[config.mk]
export PLATFORM = sky130hd
export DESIGN_NAME = dqpsk_burst_tx
export DESIGN_NICKNAME = d
export VERILOG_FILES = /design/src/rtl/dqpsk_burst_tx.sv
export SDC_FILE = /design/constraint.sdc
export NUM_CORES = 1
export LEC_CHECK = 0
export ABC_AREA = 1
export BUFFER_PORTS_ARGS = -buffer_cell sky130_fd_sc_hd__buf_2
export CORE_UTILIZATION = 40
export CTS_BUF_LIST = sky130_fd_sc_hd__clkbuf_4 sky130_fd_sc_hd__clkbuf_8 sky130_fd_sc_hd__clkbuf_16
export CTS_CLUSTER_SIZE = 8
export DETAILED_ROUTE_END_ITERATION = 12
export MAX_ROUTING_LAYER = met4
export PLACE_DENSITY = 0.73
export SYNTH_ARGS = -nofsm -noshare
export SYNTH_HDL_FRONTEND = slang
export SYNTH_SLANG_ARGS = --single-unit
export TNS_END_PERCENT = 20
[constraint.sdc]
create_clock -name clk -period 5.3 [get_ports clk]
set_input_delay 1.06 -clock clk [delete_from_list [all_inputs] [get_ports clk]]
set_output_delay 1.06 -clock clk [all_outputs]
set_load 0.005 [all_outputs]
[src/rtl/dqpsk_burst_tx.sv]
module dqpsk_burst_tx #(
  parameter int DW         = 10,
  parameter int AMP        = 384,
  parameter int HOLD_TICKS = 6,
  parameter int OFS_W      = 2
) (
  input  logic                 clk,
  input  logic                 rst_n,
  input  logic                 smp_tick,
  input  logic                 tx_go,
  input  logic [OFS_W-1:0]     ofs_sel,
  input  logic                 pll_unlock,
  input  logic                 dat_we,
  input  logic [7:0]           dat_in,
  output logic                 dat_empty,
  output logic signed [DW-1:0] sym_i,
  output logic signed [DW-1:0] sym_q,
  output logic                 sym_stb,
  output logic                 pa_en,
  output logic                 burst_on,
  output logic                 zero_hold,
  output logic                 underrun
);
  localparam int DIAG = (AMP * 181 + 128) / 256;
  localparam int HW   = $clog2(HOLD_TICKS + 1);
  localparam logic signed [DW-1:0] C_FULL = DW'(AMP);
  localparam logic signed [DW-1:0] C_DIAG = DW'(DIAG);
  localparam logic signed [DW-1:0] C_ZERO = '0;

  typedef enum logic [1:0] {S_IDLE, S_DLY, S_RUN, S_HOLD} st_t;

  st_t              st;
  logic [OFS_W-1:0] ofs_cnt;
  logic [HW-1:0]    hcnt;
  logic             half;
  logic [2:0]       phase;
  logic [7:0]       shreg, hold_q;
  logic [1:0]       nbits;
  logic             full, urun_q, stb_q;
  logic signed [DW-1:0] i_q, q_q;

  function automatic logic signed [DW-1:0] lut_i(input logic [2:0] p);
    case (p)
      3'd0:    return C_FULL;
      3'd1:    return C_DIAG;
      3'd3:    return -C_DIAG;
      3'd4:    return -C_FULL;
      3'd5:    return -C_DIAG;
      3'd7:    return C_DIAG;
      default: return C_ZERO;
    endcase
  endfunction

  function automatic logic signed [DW-1:0] lut_q(input logic [2:0] p);
    case (p)
      3'd1:    return C_DIAG;
      3'd2:    return C_FULL;
      3'd3:    return C_DIAG;
      3'd5:    return -C_DIAG;
      3'd6:    return -C_FULL;
      3'd7:    return -C_DIAG;
      default: return C_ZERO;
    endcase
  endfunction

  logic       boundary, emit, stop, start;
  logic [1:0] dibit;
  logic [2:0] inc, nxt_phase;

  assign start    = (st == S_IDLE) && smp_tick && tx_go;
  assign boundary = (st == S_RUN) && smp_tick && !half;
  assign emit     = boundary && tx_go;
  assign stop     = boundary && !tx_go;
  assign dibit    = (nbits != 2'd0) ? shreg[7:6] : (full ? hold_q[7:6] : 2'b00);

  always_comb begin
    case (dibit)
      2'b00:   inc = 3'd1;
      2'b01:   inc = 3'd3;
      2'b11:   inc = 3'd5;
      default: inc = 3'd7;
    endcase
  end
  assign nxt_phase = phase + inc;

  always_ff @(posedge clk or negedge rst_n) begin
    if (!rst_n) begin
      st <= S_IDLE; ofs_cnt <= '0; hcnt <= '0; half <= 1'b0;
      phase <= '0; shreg <= '0; hold_q <= '0; nbits <= '0;
      full <= 1'b0; urun_q <= 1'b0; stb_q <= 1'b0;
      i_q <= '0; q_q <= '0;
    end else begin
      stb_q <= emit;
      if (dat_we) begin
        hold_q <= dat_in;
        full   <= 1'b1;
      end else if (emit && nbits == 2'd0 && full) begin
        full <= 1'b0;
      end
      case (st)
        S_IDLE: if (start) begin
          st <= S_DLY; ofs_cnt <= ofs_sel; phase <= '0;
          nbits <= '0; urun_q <= 1'b0; half <= 1'b0;
        end
        S_DLY: if (smp_tick) begin
          if (ofs_cnt == '0) begin
            st <= S_RUN; half <= 1'b0;
          end else begin
            ofs_cnt <= ofs_cnt - OFS_W'(1);
          end
        end
        S_RUN: if (smp_tick) begin
          half <= ~half;
          if (emit) begin
            phase <= nxt_phase;
            i_q   <= lut_i(nxt_phase);
            q_q   <= lut_q(nxt_phase);
            if (nbits != 2'd0) begin
              shreg <= {shreg[5:0], 2'b00};
              nbits <= nbits - 2'd1;
            end else if (full) begin
              shreg <= {hold_q[5:0], 2'b00};
              nbits <= 2'd3;
            end else begin
              urun_q <= 1'b1;
            end
          end
          if (stop) begin
            st <= S_HOLD; hcnt <= HW'(HOLD_TICKS);
            i_q <= '0; q_q <= '0;
          end
        end
        default: if (smp_tick) begin
          if (hcnt <= HW'(1)) st <= S_IDLE;
          hcnt <= hcnt - HW'(1);
        end
      endcase
    end
  end

  assign dat_empty = ~full;
  assign sym_i     = i_q;
  assign sym_q     = q_q;
  assign sym_stb   = stb_q;
  assign burst_on  = (st != S_IDLE);
  assign zero_hold = (st == S_HOLD);
  assign underrun  = urun_q;
  assign pa_en     = burst_on & ~pll_unlock;

  logic axis_last, seen_sym, axis_now;
  assign axis_now = (sym_i == '0) || (sym_q == '0);
  always_ff @(posedge clk or negedge rst_n) begin
    if (!rst_n) begin
      axis_last <= 1'b0; seen_sym <= 1'b0;
    end else if (start) begin
      seen_sym <= 1'b0;
    end else if (sym_stb) begin
      seen_sym <= 1'b1; axis_last <= axis_now;
    end
  end


  stb_spacing_chk: assert property (@(posedge clk) disable iff (!rst_n)
    sym_stb |=> !sym_stb);

  pi4_alternate_chk: assert property (@(posedge clk) disable iff (!rst_n)
    (sym_stb && seen_sym) |-> (axis_now != axis_last));

  zero_out_chk: assert property (@(posedge clk) disable iff (!rst_n)
    (st != S_RUN) |-> (sym_i == '0 && sym_q == '0));

  stop_from_run_chk: assert property (@(posedge clk) disable iff (!rst_n)
    $rose(zero_hold) |-> ($past(st) == S_RUN && !$past(tx_go)));

  underrun_sticky_chk: assert property (@(posedge clk) disable iff (!rst_n)
    $fell(underrun) |-> (st == S_DLY));

  pa_gate_chk: assert property (@(posedge clk) disable iff (!rst_n)
    $rose(pa_en) |-> burst_on);
endmodule

==> impl_metrics.py, run 1 <==
metrics = {
    "hold_path": {
        "worstHoldPathCells": 2,
        "hold_path.class": "register to register",
    },
    "sta": {
        "setup_viol_count_final": 0,
        "finalCriticalPeriod_ns": 2.86,
        "tightest_slew_ns": 0.884,
        "fin_hold_ws_ns": 0.473,
        "grt_setup_unrepaired": "no",
        "min_period_over_period_pct": 53.9,
        "fmax_mhz": 350,
        "drv_slew": 0,
        "fin_skew_ns": 0.00754,
        "relSlewSlack_pct": 41.1,
        "fin_setup_tns_ns": 0,
        "hold_violations": 0,
    },
    "cts": {
        "cts_max_path_buffers": 2,
        "cts_hold_buf": 0,
        "worstSkewPairLatency_ns": 0.29,
        "numCtsBuffers": 5,
        "post_cts_resized": 0,
        "clk_pin_slew_ns": 0.08,
        "cts_tree": "yes",
        "root_buffer": "clkbuf_8",
        "post_cts_buffers": 0,
        "cts_sinks": 40,
        "htree_levels": 2,
    },
    "cells_and_area": {
        "nNetsFinal": 348,
        "syn_to_final_growth_pct": 11.8,
        "final_area_sq_um": 2590,
        "diodes": 0,
        "layout-drive-gt1-share_pct": 17.3,
        "final_cells": 385,
    },
    "floorplanning": {
        "dieArea_sq_um": 6100,
        "rows": 27,
        "die_x_um": 78.1,
        "coreArea_sq_um": 5540,
        "io_pins": 42,
        "initial_core_util_pct": 41.8,
        "die_y_um": 78.1,
    },
    "place": {
        "detailed_place_hpwl_mm": 3.13,
        "io_buffers": 33,
        "placed_cell_area_sq_um": 2490,
        "gp_congestion": 0.818,
        "placedCellCount": 378,
    },
    "drt": {
        "wl_per_cell_um": 10.7,
        "drt_iter0_drc": 75,
        "ant_nets": 0,
        "viasPerCell": 4.67,
        "dr_total_vias": 1798,
        "drc_errors": 0,
        "drt-total-wl_mm": 4.11,
        "drt_first_pass_iters": 4,
    },
    "synthesis": {
        "ys_ff_latch": 40,
        "avgSynthCellArea_sq_um": 8.27,
        "yosys_warnings": 0,
        "syn_area_sq_um": 2320,
        "synth_top_family_by_area": "simple AND/OR/NAND/NOR gates",
        "synthSimpleGateAreaFrac_pct": 21.9,
        "ys_seq_area_share_pct": 43.2,
        "synthCells": 280,
        "synth-main-ff-cell": "dfrtp_1",
        "yosys-mux-area-fraction_pct": 0.972,
        "synth-adder-area-share_pct": 10.6,
        "yosys.cell_types.count": 29,
        "synth_xor_xnor_area_share_pct": 0,
        "async_flop_share_pct": 100,
        "synth_compound_area_share_pct": 11.7,
        "synth-edff-count": 0,
    },
    "setup_path": {
        "crit_type": "register to register",
        "worstPathArrival_ns": 3.05,
        "crit_path_max_fanout": 14,
        "slowest_stage": "ha_1",
        "end_kind": "register",
        "crit_chain": "inv_1 -> ha_1 -> inv_1 -> a21oi_1 -> a21oi_1 -> ha_1 -> ha_1 -> inv_1 -> ha_1 -> nor2_1 -> inv_1 -> o21ai_0 -> nor2_1 -> nand2_1 -> nand2_1",
        "ff2ff_path_depth": 15,
        "critPathLaunchType": "register",
        "required_ns": 5.49,
        "worst-path-buf-inv": 4,
        "critPathTopFamily": "adder cells",
        "cpPeakStageDelay_ns": 0.40,
        "crit_cells": 15,
    },
    "global_route": {
        "grt_pass1_wl_mm": 7.26,
        "first_global_vias": 1698,
        "grt_usage_pct": 15.5,
        "antenna_found_initial": 0,
        "gr-total-overflow": 0,
        "grt_max_degree": 41,
    },
    "power": {
        "power.density_nw_per_um2": 563,
        "peakVddDrop_mv": 0.208,
        "leakagePower_nw": 1.42,
        "p_total_mw": 1.46,
    },
    "run_status": {
        "status": "finished clean",
    },
    "run": {
        "drv_cap": 0,
    },
}
## cell usage after synthesis, types with 2 or more instances
library cell / number / area share, %
or2_2: 2 / 0.54
buf_6: 2 / 0.97
o21ai_2: 2 / 0.76
buf_4: 10 / 3.2
ha_1: 18 / 9.7
o21ai_0: 35 / 7.6
clkbuf_1: 2 / 0.32
nor2_8: 2 / 1.7
dfrtp_1: 40 / 43
o21a_1: 2 / 0.65
nand4_1: 3 / 0.81
inv_1: 38 / 6.2
inv_2: 2 / 0.32
nand3_1: 14 / 3.0
a21oi_1: 6 / 1.3
o211ai_1: 2 / 0.65
mux2_2: 2 / 0.97
nand2_1: 75 / 12
nor2_1: 13 / 2.1
## worst register-to-register path: cells and delay by family (launching register included)
kind	cells	cell delay [ns]
compound gates	3	0.42
fa+ha+maj	4	1.28
buf+inv	4	0.39
flops	1	0.38
simple gates	4	0.29
## cell usage in the layout, fill, tap and decap left out, drive strengths merged, types with 6 or more instances in the layout
cell type	instances
dfrtp	40
buf	33
inv	41
a21oi	6
o21ai	38
conb	8
nand2	77
nand3	14
nor2	16
ha	18
clkbuf	7
## flip-flops by register name, indices dropped and copies added (netlist names)
signal / flops
hcnt: 3
sym_q: 5
phase: 3
full: 1
shreg: 6
underrun: 1
ofs_cnt: 2
sym_stb: 1
nbits: 2
hold_q: 8
st: 2
sym_i: 5
half: 1
## logic make-up after synthesis
family          count (synthesis)
fa+ha+maj                      19
flops                          40
other cells                     1
compound gates                 50
buf+inv                        55
simple gates                  113
mux                             2
## worst paths after layout
kind | start | endpoint | slack [ns]
max reg2reg | nbits[0]$_DFFE_PN0P_ | sym_q[9]$_DFFE_PN0P_ | 2.44
min reg2reg | nbits[1]$_DFFE_PN0P_ | nbits[1]$_DFFE_PN0P_ | 0.47
min in group asynchronous | rst_n | sym_i[9]$_DFFE_PN0P_ | 0.89
max | nbits[0]$_DFFE_PN0P_ | sym_q[9]$_DFFE_PN0P_ | 2.44
max in group asynchronous | rst_n | sym_q[7]$_DFFE_PN0P_ | 3.86
min | nbits[1]$_DFFE_PN0P_ | nbits[1]$_DFFE_PN0P_ | 0.47
## routing by layer
metal	vias to the layer above	wire length [um]	track usage (%)
met2	37	1920	24.6
met5	-	0	-
met3	5	139	3.49
li1	930	-	-
met1	826	1990	19.3
met4	0	54	5.74
## cell type report
| class | instances | area, sq um |
|---|---|---|
| clock buffers | 7 | 96.3 |
| well taps | 72 | 90.1 |
| inverters | 41 | 159 |
| fillers | 563 | 2950 |
| multi-input cells | 192 | 1080 |
| flip-flops and latches | 40 | 1000 |
| repair buffers | 33 | 165 |
## where the power goes
part	leakage, nW	internal (mW)	total, mW	switching, mW
Sequential	0.502	0.410	0.474	0.0635
Combinational	0.869	0.285	0.769	0.483
Clock	0.0503	0.116	0.215	0.0987
Total	1.42	0.812	1.46	0.645
## metrics by stage
stage	util [%]	worst slack, ns
after floorplan	-	2.77
after global placement	45.0	2.56
after detailed placement	45.0	2.45
after CTS	46.7	2.43
after global routing	46.7	2.12
final	46.7	2.44
No activity file was read; power rests on OpenSTA's default activity.
==> run 2, diff against run 1 <==
Settings changed: PLACE_DENSITY 0.73 to 0.75.
Clock period 5.3 ns to 2.31 ns, I/O delays scaled along.
==> impl_metrics.py, run 2 (synthesis results as in run 1) <==
metrics = {
    "setup_path": {
        "critPathLaunchType": "register",
        "end_kind": "register",
        "r2r_end": "sym_i[8]$_DFFE_PN0P_",
        "required_ns": 2.50,
        "timing.rr.start": "nbits[0]$_DFFE_PN0P_",
        "ff2ff_path_depth": 16,
        "crit_type": "register to register",
        "crit_path_max_fanout": 7,
        "worstPathArrival_ns": 2.51,
        "r2r_slack_ns": -0.01,
    },
    "sta": {
        "setup_viol_count_final": 1,
        "tightest_slew_ns": 0.871,
        "grt_setup_unrepaired": "yes",
        "relSlewSlack_pct": 41.9,
        "fmax_mhz": 431,
        "hold_violations": 0,
        "fin_skew_ns": 0.00728,
        "drv_slew": 0,
        "finalCriticalPeriod_ns": 2.32,
        "min_period_over_period_pct": 101,
        "fin_setup_tns_ns": -0.0128,
        "setup_slack_ns": -0.0128,
    },
    "cts": {
        "htree_levels": 2,
        "cts_sinks": 40,
        "root_buffer": "clkbuf_8",
        "worstSkewPairLatency_ns": 0.29,
        "numCtsBuffers": 5,
        "cts_tree": "yes",
        "cts_max_path_buffers": 2,
        "cts_hold_buf": 0,
        "clk_pin_slew_ns": 0.07,
    },
    "cells_and_area": {
        "diodes": 0,
        "syn_to_final_growth_pct": 20.1,
        "largest_reg_flops": 8,
        "layout_commonest_cell": "nand2_1",
        "biggestRegsByFlops": "hold_q x8, shreg x6",
        "fin_util_pct": 50.2,
        "layout-drive-gt1-share_pct": 27.0,
        "layout_common_cells": "nand2_1, dfrtp_1, inv_1, buf_2, o21ai_0",
        "final_cells": 394,
        "nNetsFinal": 357,
        "top_register": "hold_q",
    },
    "place": {
        "detailed_place_hpwl_mm": 3.18,
        "pre_cts_slack_ns": -0.0681,
        "placedCellCount": 385,
        "gp_congestion": 0.799,
        "io_buffers": 33,
    },
    "floorplanning": {
        "dieArea_sq_um": 6100,
        "io_pins": 42,
        "coreArea_sq_um": 5540,
        "initial_core_util_pct": 41.8,
        "die_x_um": 78.1,
        "die_y_um": 78.1,
        "rows": 27,
    },
    "run": {
        "drv_cap": 0,
    },
    "drt": {
        "drc_errors": 0,
        "drt_first_pass_iters": 4,
        "dr_total_vias": 1858,
        "wl_per_cell_um": 11.2,
        "ant_nets": 0,
        "viasPerCell": 4.72,
        "drt-total-wl_mm": 4.41,
        "drt_iter0_drc": 75,
    },
    "power": {
        "peakVddDrop_mv": 0.504,
        "p_total_mw": 3.95,
        "leakagePower_nw": 1.48,
        "power.density_nw_per_um2": 1420,
    },
    "run_status": {
        "status": "finished with violations",
        "failed_checks": "negative setup slack",
    },
    "global_route": {
        "first_global_vias": 1773,
        "grt_usage_pct": 16.3,
        "grt_max_degree": 41,
        "antenna_found_initial": 0,
        "gr-total-overflow": 0,
        "grt_pass1_wl_mm": 7.58,
    },
    "hold_path": {
        "hold_path.class": "input pin to asynchronous set/reset pin",
    },
}
run 2: changes by cell type in the layout (fill, tap and decap cells not counted), moves of 3 or more:
cell     previous run  this run
buf_4               0         9
ha_1               18        13
ha_4                0         3
inv_1              38        33
inv_2               2         7
nand2_1            75        70
nand2_2             1         4
nand3_1            14        10
o21ai_0            35        32
run 2: what timing repair did:
action                     4_1_cts  5_1_grt
resized for setup                8       16
buffers inserted                 1        1
gates cloned                     0        0
pin swaps                        5        8
setup endpoints to repair        6       10
run 2: worst max-delay path by stage:
| stage | start | endpoint | slack (ns) | depth (start not counted) |
|---|---|---|---|---|
| 3_5_place_dp | nbits[1]$_DFFE_PN0P_ | sym_i[9]$_DFFE_PN0P_ | -0.07 | 16 |
| 2_1_floorplan | nbits[1]$_DFFE_PN0P_ | sym_i[7]$_DFFE_PN0P_ | 0.004 | 17 |
| 4_1_cts | nbits[1]$_DFFE_PN0P_ | sym_i[7]$_DFFE_PN0P_ | -0.009 | 14 |
| 6_report | nbits[0]$_DFFE_PN0P_ | sym_i[8]$_DFFE_PN0P_ | -0.01 | 16 |
| 5_1_grt | nbits[0]$_DFFE_PN0P_ | sym_q[9]$_DFFE_PN0P_ | -0.16 | 15 |
| 3_3_place_gp | nbits[1]$_DFFE_PN0P_ | sym_i[8]$_DFFE_PN0P_ | 0.02 | 16 |
run 2: layer usage:
layer	vias up	wire, um	global-route usage (%)
li1	954	-	-
met1	860	1990	20.2
met2	39	2180	25.4
met3	5	182	3.60
met4	0	59	7.78
met5	-	0	-
run 2: final cells by class:
class / instances / area [sq um]
Multi-Input combinational cell: 192 / 1200
Clock buffer: 7 / 96.3
Inverter: 41 / 159
Tap cell: 72 / 90.1
Fill cell: 525 / 2760
Timing Repair Buffer: 42 / 233
Sequential cell: 40 / 1000
run 2: where the power goes:
| group | total (mW) | internal, mW | leakage, nW | switching, mW |
|---|---|---|---|---|
| combinational | 2.36 | 0.970 | 0.927 | 1.39 |
| sequential | 1.09 | 0.941 | 0.502 | 0.152 |
| clock | 0.498 | 0.266 | 0.0503 | 0.232 |
run 2: per-stage QoR:
step,hold WS (ns),instance area (sq um)
after floorplan,0.166,2380
after detailed placement,0.466,2590
after CTS,0.326,2710
final,0.288,2780
after global placement,0.459,2590
after global routing,0.362,2780
run 2: worst max-delay path: stages, from the launching register on:
cell,delay (ns)
dfrtp_1,0.39
inv_2,0.08
ha_4,0.15
nor2_2,0.03
a31oi_1,0.18
inv_1,0.10
ha_4,0.29
inv_2,0.04
fa_2,0.36
inv_2,0.09
nand2_2,0.07
nand3_4,0.10
nand2_8,0.08
inv_2,0.07
nand2_1,0.06
nand3_1,0.07
nand2_1,0.05
==> run 3, diff against run 2 <==
Settings changed: CORE_ASPECT_RATIO from default to 0.5.
==> impl_metrics.py, run 3 (synthesis results as in run 1) <==
metrics = {
    "floorplanning": {
        "coreArea_sq_um": 5540,
        "die_x_um": 110,
        "rows": 19,
        "die_y_um": 55.8,
        "dieArea_sq_um": 6120,
        "io_pins": 42,
        "initial_core_util_pct": 41.8,
    },
    "cells_and_area": {
        "final_cells": 400,
        "biggestRegsByFlops": "hold_q x8, shreg x6",
        "fin_util_pct": 52.2,
        "syn_to_final_growth_pct": 25.0,
        "layout-drive-gt1-share_pct": 29.4,
        "diodes": 0,
        "layout_commonest_cell": "nand2_1",
        "top_register": "hold_q",
        "largest_reg_flops": 8,
        "final_area_sq_um": 2890,
        "layout_common_cells": "nand2_1, dfrtp_1, buf_2, inv_1, o21ai_0",
        "fill_cells": 500,
        "nNetsFinal": 361,
    },
    "sta": {
        "tightest_slew_ns": 0.879,
        "fmax_mhz": 421,
        "fin_hold_ws_ns": 0.305,
        "hold_violations": 0,
        "fin_setup_tns_ns": -0.312,
        "fin_skew_ns": 0.00767,
        "relSlewSlack_pct": 41.4,
        "setup_viol_count_final": 7,
        "grt_setup_unrepaired": "yes",
        "min_period_over_period_pct": 103,
        "finalCriticalPeriod_ns": 2.37,
        "drv_slew": 0,
        "setup_slack_ns": -0.0629,
    },
    "place": {
        "placed_cell_area_sq_um": 2600,
        "io_buffers": 33,
        "pre_cts_slack_ns": -0.0950,
        "detailed_place_hpwl_mm": 3.42,
        "gp_congestion": 0.851,
        "placedCellCount": 388,
    },
    "cts": {
        "numCtsBuffers": 5,
        "htree_levels": 2,
        "clk_pin_slew_ns": 0.06,
        "root_buffer": "clkbuf_16",
        "cts_tree": "yes",
        "cts_sinks": 40,
        "cts_max_path_buffers": 2,
        "worstSkewPairLatency_ns": 0.28,
        "cts_hold_buf": 0,
    },
    "drt": {
        "viasPerCell": 4.77,
        "drt_iter0_drc": 56,
        "ant_nets": 0,
        "drc_errors": 0,
        "drt-total-wl_mm": 4.72,
        "dr_total_vias": 1908,
        "drt_first_pass_iters": 4,
        "wl_per_cell_um": 11.8,
    },
    "global_route": {
        "grt_pass1_wl_mm": 8.29,
        "grt_max_degree": 41,
        "first_global_vias": 1900,
        "grt_usage_pct": 17.7,
        "antenna_found_initial": 0,
        "gr-total-overflow": 0,
    },
    "run_status": {
        "failed_checks": "negative setup slack",
        "status": "finished with violations",
    },
    "setup_path": {
        "worstPathArrival_ns": 2.54,
        "crit_path_max_fanout": 6,
        "end_kind": "register",
        "crit_type": "register to register",
        "r2r_slack_ns": -0.06,
        "critPathLaunchType": "register",
        "required_ns": 2.48,
    },
    "power": {
        "peakVddDrop_mv": 0.715,
        "power.density_nw_per_um2": 1510,
        "p_total_mw": 4.37,
        "leakagePower_nw": 1.52,
    },
    "run": {
        "drv_cap": 0,
    },
    "hold_path": {
        "hold_path.class": "input pin to asynchronous set/reset pin",
    },
}
-- run 3: cell types whose count changed in the layout (fill, tap and decap cells not counted), moves of 2 or more --
cell,delta
clkbuf_8,-7
clkbuf_16,+5
buf_4,+3
nand2_2,+3
ha_2,-2
nand2_1,-2
o21ai_0,-2
-- run 3: worst paths after layout --
kind,from,to,cells past startpoint
min in group clk,dat_in[1],hold_q[1]$_DFFE_PN0P_,3
max reg2reg,nbits[0]$_DFFE_PN0P_,sym_i[9]$_DFFE_PN0P_,16
min reg2reg,sym_i[7]$_DFFE_PN0P_,sym_i[7]$_DFFE_PN0P_,2
max in group asynchronous,rst_n,shreg[4]$_DFFE_PN0P_,1
min,rst_n,sym_i[7]$_DFFE_PN0P_,1
max,nbits[0]$_DFFE_PN0P_,sym_i[9]$_DFFE_PN0P_,16
-- run 3: repair_timing --
action,CTS,global route
resized for setup,10,21
endpoints found under the setup margin,8,11
pin swaps,6,8
endpoints found under the hold margin,0,0
buffers inserted,2,2
-- run 3: power by group --
group / switching, mW / internal, mW / total [mW]
Clock: 0.254 / 0.519 / 0.773
Combinational: 1.43 / 1.06 / 2.49
Sequential: 0.162 / 0.943 / 1.11
Total: 1.84 / 2.53 / 4.37
-- run 3: routing by layer --
metal | wire length [um] | GRT usage, % | vias up
li1 | - | - | 961
met1 | 2160 | 21.4 | 885
met2 | 2310 | 30.3 | 52
met3 | 195 | 3.98 | 10
met4 | 57 | 4.00 | 0
met5 | 0 | - | -
-- run 3: worst max-delay path, stage by stage (launching register included) --
cell and delay [ns]:
dfrtp_1 0.39, inv_2 0.08, ha_4 0.15, nor2_2 0.03, a31oi_1 0.21, inv_1 0.13
ha_4 0.30, inv_2 0.04, fa_2 0.37, inv_2 0.09, nand2_2 0.07, nand3_4 0.08
nand2_4 0.09, o21ai_2 0.06, nand2_1 0.06, nand2_1 0.05, nand2_1 0.05
-- run 3: final cells by class --
cell class	count	area [sq um]	area share, %
flip-flops and latches	40	1000	34.6
repair buffers	46	267	9.21
multi-input cells	192	1210	41.7
clock buffers	6	133	4.58
well taps	73	91.3	3.16
inverters	41	161	5.58
clock inverters	2	35.0	1.21
